File: config.mk
export PLATFORM = sky130hd
export DESIGN_NAME = prio_irq_ctrl
export DESIGN_NICKNAME = d
export VERILOG_FILES = /design/src/rtl/prio_irq_pkg.sv /design/src/rtl/irq_req_capture.sv /design/src/rtl/irq_prio_resolve.sv /design/src/rtl/irq_ack_fsm.sv /design/src/rtl/prio_irq_ctrl.sv
export SDC_FILE = /design/constraint.sdc
export NUM_CORES = 1
export LEC_CHECK = 0
export ABC_AREA = 0
export CORE_MARGIN = 4
export CORE_UTILIZATION = 40
export DETAILED_ROUTE_END_ITERATION = 10
export GPL_TIMING_DRIVEN = 0
export PLACE_DENSITY = 0.59
export SLEW_MARGIN = 20
export SYNTH_ARGS = -nofsm -noshare
export SYNTH_HDL_FRONTEND = slang
export SYNTH_SLANG_ARGS = --single-unit
File: constraint.sdc
create_clock -name clk -period 3.9 [get_ports clk]
set_input_delay 0.78 -clock clk [delete_from_list [all_inputs] [get_ports clk]]
set_output_delay 0.78 -clock clk [all_outputs]
set_load 0.05 [all_outputs]
File: src/rtl/prio_irq_pkg.sv
package prio_irq_pkg;

    localparam int unsigned BUS_W = 8;

    typedef enum logic [1:0] {
        ST_IDLE    = 2'd0,
        ST_ACK_GAP = 2'd1,
        ST_POLL    = 2'd2
    } ack_state_e;

    typedef enum logic [1:0] {
        RG_CMD   = 2'd0,
        RG_MASK  = 2'd1,
        RG_TRIG  = 2'd2,
        RG_SETUP = 2'd3
    } reg_sel_e;

    localparam int unsigned CMD_EOI_BIT   = 0;
    localparam int unsigned CMD_POLL_BIT  = 1;
    localparam int unsigned SETUP_AEOI_BIT = 0;

endpackage

File: src/rtl/irq_req_capture.sv
module irq_req_capture #(
    parameter int unsigned N_IRQ = 8
) (
    input  logic             clk,
    input  logic             rst,
    input  logic [N_IRQ-1:0] irq_in,
    input  logic [N_IRQ-1:0] trig_lvl,
    input  logic             freeze,
    input  logic [N_IRQ-1:0] ack_clr,
    output logic [N_IRQ-1:0] irr
);

    logic [N_IRQ-1:0] irq_q;
    logic [N_IRQ-1:0] rise;

    always_ff @(posedge clk) begin
        if (rst) irq_q <= '0;
        else     irq_q <= irq_in;
    end

    assign rise = irq_in & ~irq_q;

    for (genvar i = 0; i < N_IRQ; i++) begin : g_bit
        always_ff @(posedge clk) begin
            if (rst) begin
                irr[i] <= 1'b0;
            end else if (freeze) begin
                // capture stopped; only an acknowledge may retire an edge request
                if (!trig_lvl[i] && ack_clr[i]) irr[i] <= 1'b0;
            end else if (trig_lvl[i]) begin
                irr[i] <= irq_in[i];
            end else if (!irq_in[i]) begin
                irr[i] <= 1'b0;
            end else if (ack_clr[i]) begin
                irr[i] <= 1'b0;
            end else if (rise[i]) begin
                irr[i] <= 1'b1;
            end
        end
    end

endmodule

File: src/rtl/irq_prio_resolve.sv
module irq_prio_resolve #(
    parameter int unsigned N_IRQ = 8,
    localparam int unsigned LW   = $clog2(N_IRQ)
) (
    input  logic [N_IRQ-1:0] irr,
    input  logic [N_IRQ-1:0] mask,
    input  logic [N_IRQ-1:0] isr,
    output logic             any_req,
    output logic [LW-1:0]    win_lvl,
    output logic             isr_any,
    output logic [LW-1:0]    isr_top
);

    logic [N_IRQ-1:0] preempt_ok;
    logic [N_IRQ-1:0] eligible;

    always_comb begin
        isr_any = 1'b0;
        isr_top = '0;
        for (int i = N_IRQ - 1; i >= 0; i--) begin
            if (isr[i]) begin
                isr_any = 1'b1;
                isr_top = LW'(i);
            end
        end
    end

    for (genvar i = 0; i < N_IRQ; i++) begin : g_gate
        assign preempt_ok[i] = !isr_any || (LW'(i) < isr_top);
    end

    assign eligible = irr & ~mask & preempt_ok;

    always_comb begin
        any_req = 1'b0;
        win_lvl = '0;
        for (int i = N_IRQ - 1; i >= 0; i--) begin
            if (eligible[i]) begin
                any_req = 1'b1;
                win_lvl = LW'(i);
            end
        end
    end

endmodule

File: src/rtl/irq_ack_fsm.sv
module irq_ack_fsm
    import prio_irq_pkg::*;
#(
    parameter int unsigned N_IRQ = 8,
    localparam int unsigned LW   = $clog2(N_IRQ)
) (
    input  logic              clk,
    input  logic              rst,
    input  logic              iack,
    input  logic              poll_cmd,
    input  logic              poll_rd,
    input  logic              eoi_cmd,
    input  logic              aeoi,
    input  logic [BUS_W-1:LW] base_hi,
    input  logic              any_req,
    input  logic [LW-1:0]     win_lvl,
    input  logic              isr_any,
    input  logic [LW-1:0]     isr_top,
    output logic [N_IRQ-1:0]  isr,
    output logic [N_IRQ-1:0]  ack_clr,
    output logic              poll_armed,
    output logic [BUS_W-1:0]  vec_out,
    output logic              vec_valid
);

    localparam logic [LW-1:0] LOWEST_LVL = LW'(N_IRQ - 1);

    ack_state_e state_q, state_d;
    logic [LW-1:0] served_lvl;
    logic          served_real;
    logic          take_first, issue_vec, poll_take, grant;
    logic [N_IRQ-1:0] set_vec, eoi_clr, auto_clr;

    assign take_first = (state_q == ST_IDLE)    && iack;
    assign issue_vec  = (state_q == ST_ACK_GAP) && iack;
    assign poll_take  = (state_q == ST_POLL)    && poll_rd;
    assign poll_armed = (state_q == ST_POLL);
    assign grant      = (take_first || poll_take) && any_req;

    always_comb begin
        state_d = state_q;
        unique case (state_q)
            ST_IDLE: begin
                if (iack)          state_d = ST_ACK_GAP;
                else if (poll_cmd) state_d = ST_POLL;
            end
            ST_ACK_GAP: if (iack)    state_d = ST_IDLE;
            ST_POLL:    if (poll_rd) state_d = ST_IDLE;
            default:    state_d = ST_IDLE;
        endcase
    end

    always_ff @(posedge clk) begin
        if (rst) state_q <= ST_IDLE;
        else     state_q <= state_d;
    end

    always_comb begin
        set_vec  = '0;
        eoi_clr  = '0;
        auto_clr = '0;
        if (grant) set_vec[win_lvl] = 1'b1;
        if (eoi_cmd && isr_any) eoi_clr[isr_top] = 1'b1;
        if (issue_vec && aeoi && served_real) auto_clr[served_lvl] = 1'b1;
    end

    assign ack_clr = set_vec;

    always_ff @(posedge clk) begin
        if (rst) isr <= '0;
        else     isr <= (isr & ~(eoi_clr | auto_clr)) | set_vec;
    end

    always_ff @(posedge clk) begin
        if (rst) begin
            served_lvl  <= '0;
            served_real <= 1'b0;
            vec_out     <= '0;
            vec_valid   <= 1'b0;
        end else begin
            vec_valid <= issue_vec;
            if (take_first) begin
                served_lvl  <= any_req ? win_lvl : LOWEST_LVL;
                served_real <= any_req;
            end
            if (issue_vec) vec_out <= {base_hi, served_lvl};
        end
    end

endmodule

File: src/rtl/prio_irq_ctrl.sv
module prio_irq_ctrl
    import prio_irq_pkg::*;
#(
    parameter int unsigned N_IRQ = 8,
    localparam int unsigned LW   = $clog2(N_IRQ)
) (
    input  logic              clk,
    input  logic              rst,
    input  logic              bus_sel,
    input  logic              bus_wr,
    input  logic              bus_rd,
    input  logic [1:0]        bus_addr,
    input  logic [BUS_W-1:0]  bus_wdata,
    output logic [BUS_W-1:0]  bus_rdata,
    input  logic [N_IRQ-1:0]  irq_in,
    output logic              int_out,
    input  logic              iack,
    output logic [BUS_W-1:0]  vec_out,
    output logic              vec_valid
);

    logic wr_en, rd_en;
    reg_sel_e sel;
    logic [N_IRQ-1:0] mask_q, trig_q, irr, isr, ack_clr;
    logic [BUS_W-1:LW] base_q;
    logic aeoi_q, poll_armed, any_req, isr_any;
    logic [LW-1:0] win_lvl, isr_top;
    logic eoi_cmd, poll_cmd;
    logic [BUS_W-1:0] poll_byte;

    assign wr_en = bus_sel && bus_wr;
    assign rd_en = bus_sel && bus_rd && !bus_wr;
    assign sel   = reg_sel_e'(bus_addr);

    assign eoi_cmd  = wr_en && (sel == RG_CMD) && bus_wdata[CMD_EOI_BIT];
    assign poll_cmd = wr_en && (sel == RG_CMD) && bus_wdata[CMD_POLL_BIT];

    always_ff @(posedge clk) begin
        if (rst) begin
            mask_q <= '0;
            trig_q <= '0;
            base_q <= '0;
            aeoi_q <= 1'b0;
        end else if (wr_en) begin
            unique case (sel)
                RG_CMD:   ;
                RG_MASK:  mask_q <= bus_wdata[N_IRQ-1:0];
                RG_TRIG:  trig_q <= bus_wdata[N_IRQ-1:0];
                RG_SETUP: begin
                    base_q <= bus_wdata[BUS_W-1:LW];
                    aeoi_q <= bus_wdata[SETUP_AEOI_BIT];
                end
                default:  ;
            endcase
        end
    end

    irq_req_capture #(.N_IRQ(N_IRQ)) cap_i (
        .clk      (clk),
        .rst      (rst),
        .irq_in   (irq_in),
        .trig_lvl (trig_q),
        .freeze   (poll_armed),
        .ack_clr  (ack_clr),
        .irr      (irr)
    );

    irq_prio_resolve #(.N_IRQ(N_IRQ)) res_i (
        .irr     (irr),
        .mask    (mask_q),
        .isr     (isr),
        .any_req (any_req),
        .win_lvl (win_lvl),
        .isr_any (isr_any),
        .isr_top (isr_top)
    );

    irq_ack_fsm #(.N_IRQ(N_IRQ)) fsm_i (
        .clk        (clk),
        .rst        (rst),
        .iack       (iack),
        .poll_cmd   (poll_cmd),
        .poll_rd    (rd_en),
        .eoi_cmd    (eoi_cmd),
        .aeoi       (aeoi_q),
        .base_hi    (base_q),
        .any_req    (any_req),
        .win_lvl    (win_lvl),
        .isr_any    (isr_any),
        .isr_top    (isr_top),
        .isr        (isr),
        .ack_clr    (ack_clr),
        .poll_armed (poll_armed),
        .vec_out    (vec_out),
        .vec_valid  (vec_valid)
    );

    assign int_out = any_req;

    always_comb begin
        poll_byte = '0;
        poll_byte[BUS_W-1] = any_req;
        poll_byte[LW-1:0]  = win_lvl;
    end

    always_comb begin
        if (poll_armed) begin
            bus_rdata = poll_byte;
        end else begin
            unique case (sel)
                RG_CMD:   bus_rdata = BUS_W'(irr);
                RG_MASK:  bus_rdata = BUS_W'(isr);
                RG_TRIG:  bus_rdata = BUS_W'(mask_q);
                RG_SETUP: bus_rdata = BUS_W'(trig_q);
                default:  bus_rdata = '0;
            endcase
        end
    end

endmodule

==> out/results.txt, run 1 <==
For the clock skew, the log shows 0.01057 ns. Fill cells in the final layout number 713. The combined area of all synthesized cells is 2954 µm², and the quantity of I/O buffers inserted on ports is 40. The final number of hold-violating endpoints came out at 0. The analysis attributes to cell leakage a power of 1.347 nW. The run gives 3.938 mm as the met2 layer wire length in the routed design.

For the initial antenna violation count, the log shows 0. The number of setup buffers added after CTS is 0. The proportion of synthesized flip-flops having asynchronous set or reset was 0%. The pre-antenna-repair detailed-routing pass consisted of 4 iterations. The final layout net count came out at 416. Once the floorplan was initialized, standard cells occupied 40.95% of the core. The area of the placeable core was 7214 µm²; the arrival time reported for the critical path endpoint was 2.97 ns. After detailed routing, the average wire length per cell comes to 17.48 µm.

The sort of element at the end of the critical path was an output pin. Subtracting the final worst setup slack from the clock period gives 3.753 ns. Largest net degree at the start of global routing: 11. The worst path meets setup with 0.1470 ns of slack.

The logs give 0 for the overflow left after global routing and 1650 µm² for the area of the multi-input gates. For the number of sinks handled by clock tree synthesis, the log shows 61. Ranked by total cell area, the synthesized netlist is headed by dfxtp_1, nand2_1, a21oi_1, mux4_2, nor2_1. The number of global-route vias before repair is 2515, and the final-report max-slew violation count is 0.

Post-CTS repair changed the size of 8 cells. The total power per unit cell area is 421.2 nW/µm², and the worst endpoint required time is 3.12 ns. For this block, the initial DRC count from the detailed router was 147. The signed area change from the synthesized netlist to the final layout came out at 24.95%.

Yosys mapped a number of flops with a built-in enable equal to 0. Along the worst path, the maximum fanout reaches 10. The combined flip-flop and latch cell area is 1221 µm², and the transition time at the pin with the least slew margin is 0.8552 ns. A synthesized cell averages 8.638 µm².

For the count of maximum capacitance violations, the log shows 0. The run finished with clean final reports. The warning count from the yosys run came out at 0. The die is 93.94 µm wide. The met3 wire length is 533 µm, and the worst-skew pair later-pin latency is 0.34 ns. The flop and latch count out of synthesis works out to 61.

The commonest cells after synthesis are nand2_1, dfxtp_1, a21oi_1, nor2_1, o21ai_0. TritonCTS built the clock tree. The maximum operating frequency came out at 266.5 MHz. Synthesis handed over a netlist of 342 instances. Global-route wire length before repair: 13.66 mm. The total power is 0.001555 W, and the net count after synthesis is 366.

After detailed routing, no signal wire sits above met4. Dividing the final minimum period by the clock period gives 96.23%. After clock tree synthesis, the flow added hold-fix buffers numbering 0. Pin placement for this block handled 42 I/O pins. Yosys mapped the design onto 58 distinct sky130hd cell types.

The clock transition time at the flip-flop clock pins of the worst setup and hold paths is 0.06 ns, and the worst max-slew margin expressed relative to the limit is 42.87%. OpenSTA, run right after detailed placement, puts the worst setup slack at -0.4332 ns. In the synthesized netlist the dominant register cell turns out to be dfxtp_1. The min-delay analysis places its worst path in the category reg -> reg. Dividing the detail-routed via count by the number of cells gives 5.448. The count of nets left with antenna violations once routing finished came out at 0.

In the final layout, the share of cells above drive strength 1 is 11.36%. The startpoint type of the worst setup path was an input pin. The most frequent cell after synthesis was nand2_1. The detailed router put a total of 4.049 mm of wire on met1.

Global routing used 20.79% of the available tracks. Setup violations remaining at the end of the flow were counted as 0. TritonCTS created 9 clock buffers.

The congestion estimate from routability-driven global placement came to 0.9594. The logs give 8824 µm² for the overall die area and 0 for the DRC violations left. The area share of the largest cell type after synthesis works out to 41.34%. For the maximum clock insertion buffer count, the log shows 2. Total inserted antenna cells: 0. The root buffer cell chosen for the clock tree is clkbuf_8.

Setup repair after global routing left no endpoint under its margin. Across all layers, the routed design uses 2697 vias. In this run the vertical extent of the chip is 93.94 µm. VDD sags by at most 0.2460 mV. The H-tree was split into 3 levels. For this run, the register share of the synthesized area comes to 41.34%. Critical path class: in -> out.

The number of core rows is 31. The biggest area contributor in the post-synthesis netlist is dfxtp_1. The run gives 6.490 mm as the HPWL after detailed placement.

The routed design has 8.651 mm of wire.
[worst max-delay path: stages]
cell and delay [ns]:
clkdlybuf4s50_1 0.62, buf_2 0.37, mux4_1 0.59, nand2_1 0.09, o31ai_1 0.07, dlygate4sd2_1 0.44
[layer usage]
layer	GRT usage [%]	up-vias
met5	0	-
met4	7.341	0
met3	3.205	11
met2	31.76	73
met1	29.68	1293
li1	-	1320
[cell families (layout without fill, tap and decap cells)]
kind of cell           Yosys count  after routing  synth area share [%]
flip-flops                      61             61                 41.34
AND/OR/NAND/NOR                161            161                 29.31
multiplexers                    14             14                 8.259
XOR/XNOR                         1              1                0.2965
AO/OA/AOI/OAI                   84             84                 17.83
buffers and inverters           21             75                 2.965
[metrics by stage]
step	instances	hold slack [ns]	cell area (µm²)	util, %	setup TNS, ns
4_1_cts	496	0.4560	3687	51.11	0
2_1_floorplan	342	0.4316	2954	-	0
6_report	495	0.4509	3691	51.16	0
5_1_grt	495	0.4705	3691	51.16	0
3_3_place_gp	481	0.4450	3478	48.21	-2.200
3_5_place_dp	481	0.4460	3478	48.21	-2.461
[where the power goes]
group | switching (W) | internal, W | leakage [nW] | total (W)
combinational | 0.000152 | 0.000106 | 0.743 | 0.000258
sequential | 0.0000246 | 0.000649 | 0.498 | 0.000673
clock | 0.000250 | 0.000373 | 0.105 | 0.000623
total | 0.000427 | 0.00113 | 1.35 | 0.00155
[worst paths after layout]
| check | start | end | depth (start not counted) | slack, ns |
|---|---|---|---|---|
| worst max-delay path | bus_addr[1] | bus_rdata[2] | 6 | 0.15 |
| worst min-delay path | base_q[4]$_SDFFE_PP0P_ | fsm_i.vec_out[4]$_SDFFE_PP0P_ | 2 | 0.45 |
| worst max register to register | fsm_i.isr[3]$_SDFF_PP0_ | cap_i.irr[2]$_SDFFE_PP0P_ | 6 | 1.58 |
| worst min register to register | base_q[4]$_SDFFE_PP0P_ | fsm_i.vec_out[4]$_SDFFE_PP0P_ | 2 | 0.45 |
[cell type report]
class | count | area share, %
Clock inverter | 4 | 1.966
Tap cell | 99 | 3.356
Sequential cell | 61 | 33.08
Inverter | 5 | 0.5085
Clock buffer | 11 | 3.831
Buffer | 15 | 1.831
Timing Repair Buffer | 40 | 10.71
Multi-Input combinational cell | 260 | 44.71
[registers in the layout (all words and copies together) (netlist names), 2 cells and up]
| name | flops |
|---|---|
| cap_i.irq_q | 8 |
| cap_i.irr | 8 |
| fsm_i.isr | 8 |
| fsm_i.vec_out | 8 |
| mask_q | 8 |
| trig_q | 8 |
| base_q | 5 |
| fsm_i.served_lvl | 3 |
| fsm_i.state_q | 2 |
[placed cells by master, fill, tap and decap left out, drive strengths merged, types with 4 or more instances in the layout]
cell,synthesis,layout
nor3,9,9
nand2,64,64
nand2b,10,10
o21ai,11,11
dlygate4sd2,0,6
buf,7,7
nor2,29,29
mux2i,6,6
nor2b,10,10
and2,5,5
o31ai,4,4
mux4,8,8
clkdlybuf4s50,0,33
clkbuf,9,19
inv,5,5
or3,4,4
a21oi,46,46
dfxtp,61,61
(Power assumes the default switching activity.)
==> inputs of run 2 (changes only) <==
- CELL_PAD_IN_SITES_DETAIL_PLACEMENT: default -> 0
- CELL_PAD_IN_SITES_GLOBAL_PLACEMENT: default -> 1
- CORE_UTILIZATION: 40 -> 30
- PLACE_DENSITY: 0.59 -> default
- PLACE_DENSITY_LB_ADDON: default -> 0.12
==> out/results.txt, run 2 (synthesis results as in run 1) <==
The total inserted antenna cells was 0 (unchanged). Setup total negative slack: 0 ns (unchanged). The leakage dissipation is 1.343 nW (was 1.347 nW), and the number of core rows is 35 (was 31). The fraction of final layout cells with drive strength greater than 1 is 11.84% (was 11.36%), and the overall die area is 11500 µm² (was 8824 µm²). The detail-routed net length per standard cell is 17.81 µm (was 17.48 µm), and the number of buffers created by CTS is 9 (unchanged). For the total wirelength of the detailed-routed design, the log shows 9.370 mm (was 8.651 mm). The number of stages on the worst hold path works out to 2 (unchanged). The total of endpoints with negative setup slack in the final report was 0 (unchanged). The maximum single-stage delay on the critical path is 0.72 ns (was 0.62 ns).

The final-report max-slew violation count is 0 (unchanged). The quantity of I/O buffers inserted on ports is 40 (unchanged). Combined flip-flop and latch cell area: 1221 µm² (unchanged). The run gives 0 (unchanged) as the DRC violations left. The initial core utilization was 31.38% (was 40.95%). The initial antenna violation count was 0 (unchanged). All-layer global routing usage: 17.08% (was 20.79%). The count of maximum capacitance violations was 0 (unchanged).

Cell class contributing the biggest share of worst-path delay: buffers and inverters (unchanged). The logs give 0.1019 ns (was 0.1470 ns) for the worst setup margin and 3.02 ns (was 2.97 ns) for the arrival time reported for the critical path endpoint. The via total after detailed routing was 2684 (was 2697); the starting DRC count in detailed routing was 129 (was 147). Leading cell type in the layout, fill and taps excluded: nand2_1 (unchanged). The minimum clock period after layout works out to 3.798 ns (was 3.753 ns).

Cell type with the highest occurrence count on the critical path: clkdlybuf4s50_1. The final standard cell area without fillers is 3725 µm² (was 3691 µm²). The run finished with clean final reports.

The critical path class was in -> out (unchanged). The floorplan die height came out at 107.2 µm (was 93.94 µm). Setup repair after global routing left no endpoint under its margin. The area of the multi-input gates was 1650 µm² (unchanged). Ordered cell list for the critical path: clkdlybuf4s50_1 -> buf_2 -> mux4_2 -> nand2_1 -> o21ai_0 -> clkdlybuf4s50_1 (was clkdlybuf4s50_1 -> buf_2 -> mux4_1 -> nand2_1 -> o31ai_1 -> dlygate4sd2_1). The clock transition time at the flip-flop clock pins of the worst setup and hold paths is 0.06 ns (about the same), and the boundary pin count is 42 (unchanged). For the clock skew, the log shows 0.01099 ns (was 0.01057 ns). The run gives 0 (unchanged) as the final number of hold-violating endpoints. The worst-skew pair later-pin latency was 0.34 ns (about the same).

The width of the die works out to 107.2 µm (was 93.94 µm). The placed cell area is 3516 µm² (was 3478 µm²). The tools report the fill cell instance count of the final layout as 990 (was 713). The tools report the sort of element at the end of the critical path as an output pin (unchanged).

The CTS H-tree depth came out at 3 (unchanged). The total power was 0.001534 W (was 0.001555 W); the global-route wire length before repair was 14.66 mm (was 13.66 mm). The number of sinks handled by clock tree synthesis was 61 (unchanged); the post-route fraction of the period consumed by the critical path was 97.39% (was 96.23%).

The worst setup slack after placement was -0.4033 ns (was -0.4332 ns); the final layout net count was 416 (unchanged). Number of hold buffers added after cts: 0 (unchanged). The class of the tightest hold or removal check is reg -> reg (unchanged).

The signed area change from the synthesized netlist to the final layout was 26.09% (was 24.95%); the area of the placeable core was 9415 µm² (was 7214 µm²). TritonCTS built the clock tree. The vias per cell is 5.103 (was 5.448), and the final RePlAce weighted congestion is 0.9157 (was 0.9594). The cell at the slowest stage of the critical path is clkdlybuf4s50_1 (unchanged).

The number of global-route vias before repair is 2678 (was 2515). The total buffers and inverters traversed by the critical path was 3 (unchanged). Commonest cells after routing, fill and taps aside: nand2_1, dfxtp_1, a21oi_1, clkdlybuf4s50_1, nor2_1 (unchanged). The length in cells of the worst reg-to-reg path was 6 (unchanged). The startpoint type of the worst setup path is an input pin (unchanged). For the worst endpoint required time, the log shows 3.12 ns (about the same). The transition time at the pin with the least slew margin is 0.6880 ns (was 0.8552 ns).

The maximum clock insertion buffer count came out at 2 (unchanged). The buffers inserted during post-CTS setup optimization was 0 (unchanged); the maximum operating frequency was 263.3 MHz (was 266.5 MHz). Clock root buffer: clkbuf_8 (unchanged).

For the overflow left after global routing, the log shows 0 (unchanged). Worst max-slew margin expressed relative to the limit: 54.03% (was 42.87%). The logs give 12 (was 11) for the largest net degree at the start of global routing and 0 (unchanged) for the residual antenna-violating net count after detailed routing. HPWL after detailed placement: 7.031 mm (was 6.490 mm). Largest fanout on the critical path: 10 (unchanged).

The logs give 0.4554 ns (was 0.4509 ns) for the worst hold slack after final layout and 0.1856 mV (was 0.2460 mV) for the worst IR drop on VDD. The first-pass iteration count of the detailed router was 4 (unchanged); the number of cells on the critical path was 6 (unchanged). Total power per unit cell area: 411.8 nW/µm² (was 421.2 nW/µm²).
-- run 2: cell count changes in the layout (fill, tap and decap cells not counted), sizes merged --
cell / previous run / this run
bufinv: 2 / 1
clkinvlp: 1 / 2
clkinv: 1 / 2
-- run 2: worst paths after layout --
check                                              from                       endpoint  slack (ns)
worst min-delay path             base_q[5]$_SDFFE_PP0P_  fsm_i.vec_out[5]$_SDFFE_PP0P_        0.46
worst max register to register  fsm_i.isr[2]$_SDFF_PP0_      cap_i.irr[4]$_SDFFE_PP0P_        1.59
worst min register to register   base_q[5]$_SDFFE_PP0P_  fsm_i.vec_out[5]$_SDFFE_PP0P_        0.46
worst max-delay path                        bus_addr[0]                   bus_rdata[7]        0.10
-- run 2: routing by layer --
| layer | track usage [%] | vias up | part of all wire (%) |
|---|---|---|---|
| met5 | 0 | - | 0 |
| met4 | 5.297 | 0 | 0.59 |
| met3 | 4.214 | 6 | 5.6 |
| met2 | 26.72 | 59 | 46 |
| met1 | 23.15 | 1297 | 47 |
| li1 | - | 1322 | - |
-- run 2: worst min-delay path: cells and delay by family, from the launching register on --
kind / cells / cell delay [ns]
simple gates: 1 / 0.05
compound gates: 1 / 0.05
flops: 1 / 0.31
-- run 2: timing repair --
item / 4_1_cts / 5_1_grt
pin swaps: 0 / 0
resized for setup: 8 / 2
endpoints found under the setup margin: 8 / 3
-- run 2: per-stage QoR --
step / utilization [%] / cells
2_1_floorplan: - / 342
3_3_place_gp: 37.34 / 511
3_5_place_dp: 37.34 / 511
4_1_cts: 39.52 / 527
5_1_grt: 39.56 / 526
6_report: 39.56 / 526
-- run 2: final cells by class --
class / count / share of cell area [%]
buffer: 15 / 1.814
clock inverter: 5 / 1.579
tap: 129 / 4.333
timing repair buffer: 40 / 10.61
multi-input combinational: 260 / 44.31
inverter: 5 / 0.5039
sequential: 61 / 32.78
clock buffer: 11 / 4.064
-- run 2: where the power goes --
| part | total [W] | internal [W] | switching (W) |
|---|---|---|---|
| Combinational | 0.000260 | 0.000106 | 0.000154 |
| Clock | 0.000600 | 0.000330 | 0.000270 |
| Sequential | 0.000674 | 0.000649 | 0.0000255 |
==> inputs of run 3 (changes only) <==
- clock period: 3.9 -> 3.79 ns (I/O delays scaled with it)
==> out/results.txt, run 3 (synthesis results as in run 1) <==
The count of maximum capacitance violations is 0 (unchanged), and the worst endpoint required time is 3.03 ns (was 3.12 ns). The worst setup margin was 0.1532 ns (was 0.1019 ns); the quantity of I/O buffers inserted on ports was 40 (unchanged). The signed area change from the synthesized netlist to the final layout was 26.26% (was 26.09%); the placed cell area was 3516 µm² (unchanged).

The area of the placeable core was 9415 µm² (unchanged). The final-report max-slew violation count is 0 (unchanged), and the post-route fraction of the period consumed by the critical path is 95.96%. The tools report the net switching component of the power as 0.0004634 W (was 0.0004495 W).

The HPWL after detailed placement came out at 7.031 mm (unchanged). The cell class contributing the biggest share of worst-path delay was buffers and inverters (unchanged). The sort of element at the end of the critical path is an output pin (unchanged). Ordered cell list for the critical path: clkdlybuf4s50_1 -> clkbuf_4 -> mux4_1 -> nand2_1 -> o31ai_1 -> dlygate4sd2_1 (was clkdlybuf4s50_1 -> buf_2 -> mux4_2 -> nand2_1 -> o21ai_0 -> clkdlybuf4s50_1). The maximum operating frequency is 275.0 MHz. Final RePlAce weighted congestion: 0.9157 (unchanged). The critical path class is in -> out (unchanged).

TritonCTS built the clock tree. The number of buffers created by CTS is 9 (unchanged), and the maximum clock insertion buffer count is 2 (unchanged). The number of global-route vias before repair came out at 2688 (was 2678).

Largest net degree at the start of global routing: 12 (unchanged). The arrival time reported for the critical path endpoint was 2.88 ns (was 3.02 ns); the number of hold buffers added after cts was 0 (unchanged). The total power per unit cell area was 423.4 nW/µm² (was 411.8 nW/µm²).

Class of the tightest hold or removal check: reg -> reg (unchanged). The global-route wire length before repair is 14.68 mm (was 14.66 mm), and the boundary pin count is 42 (unchanged). The run finished with clean final reports. The run gives 0 (unchanged) as the final number of hold-violating endpoints.

Net switching share of the total power: 29.34% (was 29.30%). The largest fanout on the critical path works out to 10 (unchanged). The number of standard cells in the final layout excluding fillers was 526 (unchanged).

The logs give 1221 µm² (unchanged) for the combined flip-flop and latch cell area and 0.001116 W (was 0.001084 W) for the design internal power. The cell at the slowest stage of the critical path is clkdlybuf4s50_1 (unchanged). The fraction of final layout cells with drive strength greater than 1 was 11.84% (unchanged); the worst-skew pair later-pin latency was 0.34 ns (about the same). Part of the power in registers: 43.9% (about the same). The vias per cell came out at 5.105 (was 5.103). The maximum single-stage delay on the critical path works out to 0.61 ns (was 0.72 ns). The detail-routed net length per standard cell was 17.80 µm (was 17.81 µm); the number of core rows was 35 (unchanged). The clock root buffer is clkbuf_8 (unchanged). The CTS H-tree depth was 3 (unchanged).

Commonest cells after routing, fill and taps aside: nand2_1, dfxtp_1, a21oi_1, clkdlybuf4s50_1, nor2_1 (unchanged). The run gives 0.1913 mV (was 0.1856 mV) as the worst IR drop on VDD. Initial core utilization: 31.38% (unchanged).

Via total after detailed routing: 2685 (was 2684). The clock transition time at the flip-flop clock pins of the worst setup and hold paths was 0.06 ns (about the same). The logs give 142 (was 129) for the starting DRC count in detailed routing and 0 (unchanged) for the initial antenna violation count. Part of the power in combinational logic: 17.0% (about the same). The run gives 17.11% (was 17.08%) as the all-layer global routing usage. The final layout net count came out at 416 (unchanged). The run gives 1.361 nW (was 1.343 nW) as the leakage dissipation. The leading cell type in the layout, fill and taps excluded was nand2_1 (unchanged). The tools report the first-pass iteration count of the detailed router as 4 (unchanged).

The tools report the residual antenna-violating net count after detailed routing as 0 (unchanged). The number of sinks handled by clock tree synthesis was 61 (unchanged); the total inserted antenna cells was 0 (unchanged). The clock skew was 0.01140 ns (was 0.01099 ns). The final standard cell area without fillers is 3730 µm² (was 3725 µm²), and the area of the multi-input gates is 1650 µm² (unchanged). The worst setup slack after placement was -0.4693 ns (was -0.4033 ns).

The total instance count after detailed placement was 511 (unchanged). The share of the core filled with cells in the final layout is 39.61% (was 39.56%). The total buffers and inverters traversed by the critical path came out at 3 (unchanged). For the overall die area, the log shows 11500 µm² (unchanged). The worst path needs 3.637 ns of the cycle, external delays included. The logs give 987 (was 990) for the fill cell instance count of the final layout and 9.365 mm (was 9.370 mm) for the total wirelength of the detailed-routed design. The logs give 39.1% (about the same) for the power share of the clock group and 0 (unchanged) for the DRC violations left. The total of endpoints with negative setup slack in the final report was 0 (unchanged).

The overflow left after global routing is 0 (unchanged). Setup repair after global routing left no endpoint under its margin. The startpoint type of the worst setup path is an input pin (unchanged). The floorplan die height is 107.2 µm (unchanged). The width of the die was 107.2 µm (unchanged); the worst max-slew margin expressed relative to the limit was 53.25% (was 54.03%). Transition time at the pin with the least slew margin: 0.7013 ns (was 0.6880 ns).
==> run 3: worst register-to-register path, delay by kind of cell, from the launching register on <==
kind / cells / cell delay (ns)
and+or+nand+nor: 4 / 1.18
AOI/OAI and AO/OA: 2 / 0.64
DFF: 1 / 0.39
==> run 3: power groups by stage <==
stage	Sequential [W]	Combinational [W]	Clock, W
after floorplan	0.000703	0.000174	0
after global placement	0.000708	0.000271	0
after detailed placement	0.000708	0.000269	0
after CTS	0.000693	0.000270	0.000634
after global routing	0.000696	0.000293	0.000652
final	0.000693	0.000268	0.000618
==> run 3: path summary, 6_finish.rpt <==
kind | startpoint | to | slack [ns] | cells past startpoint
setup / recovery | bus_addr[1] | bus_rdata[2] | 0.15 | 6
hold / removal | base_q[5]$_SDFFE_PP0P_ | fsm_i.vec_out[5]$_SDFFE_PP0P_ | 0.46 | 2
setup reg to reg | fsm_i.isr[2]$_SDFF_PP0_ | cap_i.irr[4]$_SDFFE_PP0P_ | 1.49 | 6
hold reg to reg | base_q[5]$_SDFFE_PP0P_ | fsm_i.vec_out[5]$_SDFFE_PP0P_ | 0.46 | 2
==> run 3: cell type report <==
| type | count | area share, % |
|---|---|---|
| Buffer | 15 | 1.879 |
| Clock buffer | 11 | 4.059 |
| Clock inverter | 5 | 1.577 |
| Inverter | 5 | 0.5032 |
| Multi-Input combinational cell | 260 | 44.25 |
| Sequential cell | 61 | 32.74 |
| Tap cell | 129 | 4.327 |
| Timing Repair Buffer | 40 | 10.67 |
==> run 3: per-layer routing <==
| layer | vias up | share of wire (%) | track usage [%] |
|---|---|---|---|
| met3 | 8 | 5.2 | 4.214 |
| li1 | 1322 | - | - |
| met5 | - | 0 | 0 |
| met1 | 1293 | 48 | 23.22 |
| met2 | 62 | 46 | 26.68 |
| met4 | 0 | 0.99 | 5.388 |
==> run 3: what timing repair did <==
action                     4_1_cts  5_1_grt
cloned                           0        0
setup endpoints to repair        8        3
setup buffers                    0        0
resized for setup                9        3
==> run 3: metrics by stage <==
| step | power [W] | hold WS, ns | setup TNS, ns |
|---|---|---|---|
| 2_1_floorplan | 0.0008769 | 0.4316 | 0 |
| 3_3_place_gp | 0.0009782 | 0.4453 | -2.858 |
| 3_5_place_dp | 0.0009769 | 0.4496 | -2.797 |
| 4_1_cts | 0.001597 | 0.4595 | 0 |
| 5_1_grt | 0.001641 | 0.4868 | 0 |
| 6_report | 0.001579 | 0.4553 | 0 |
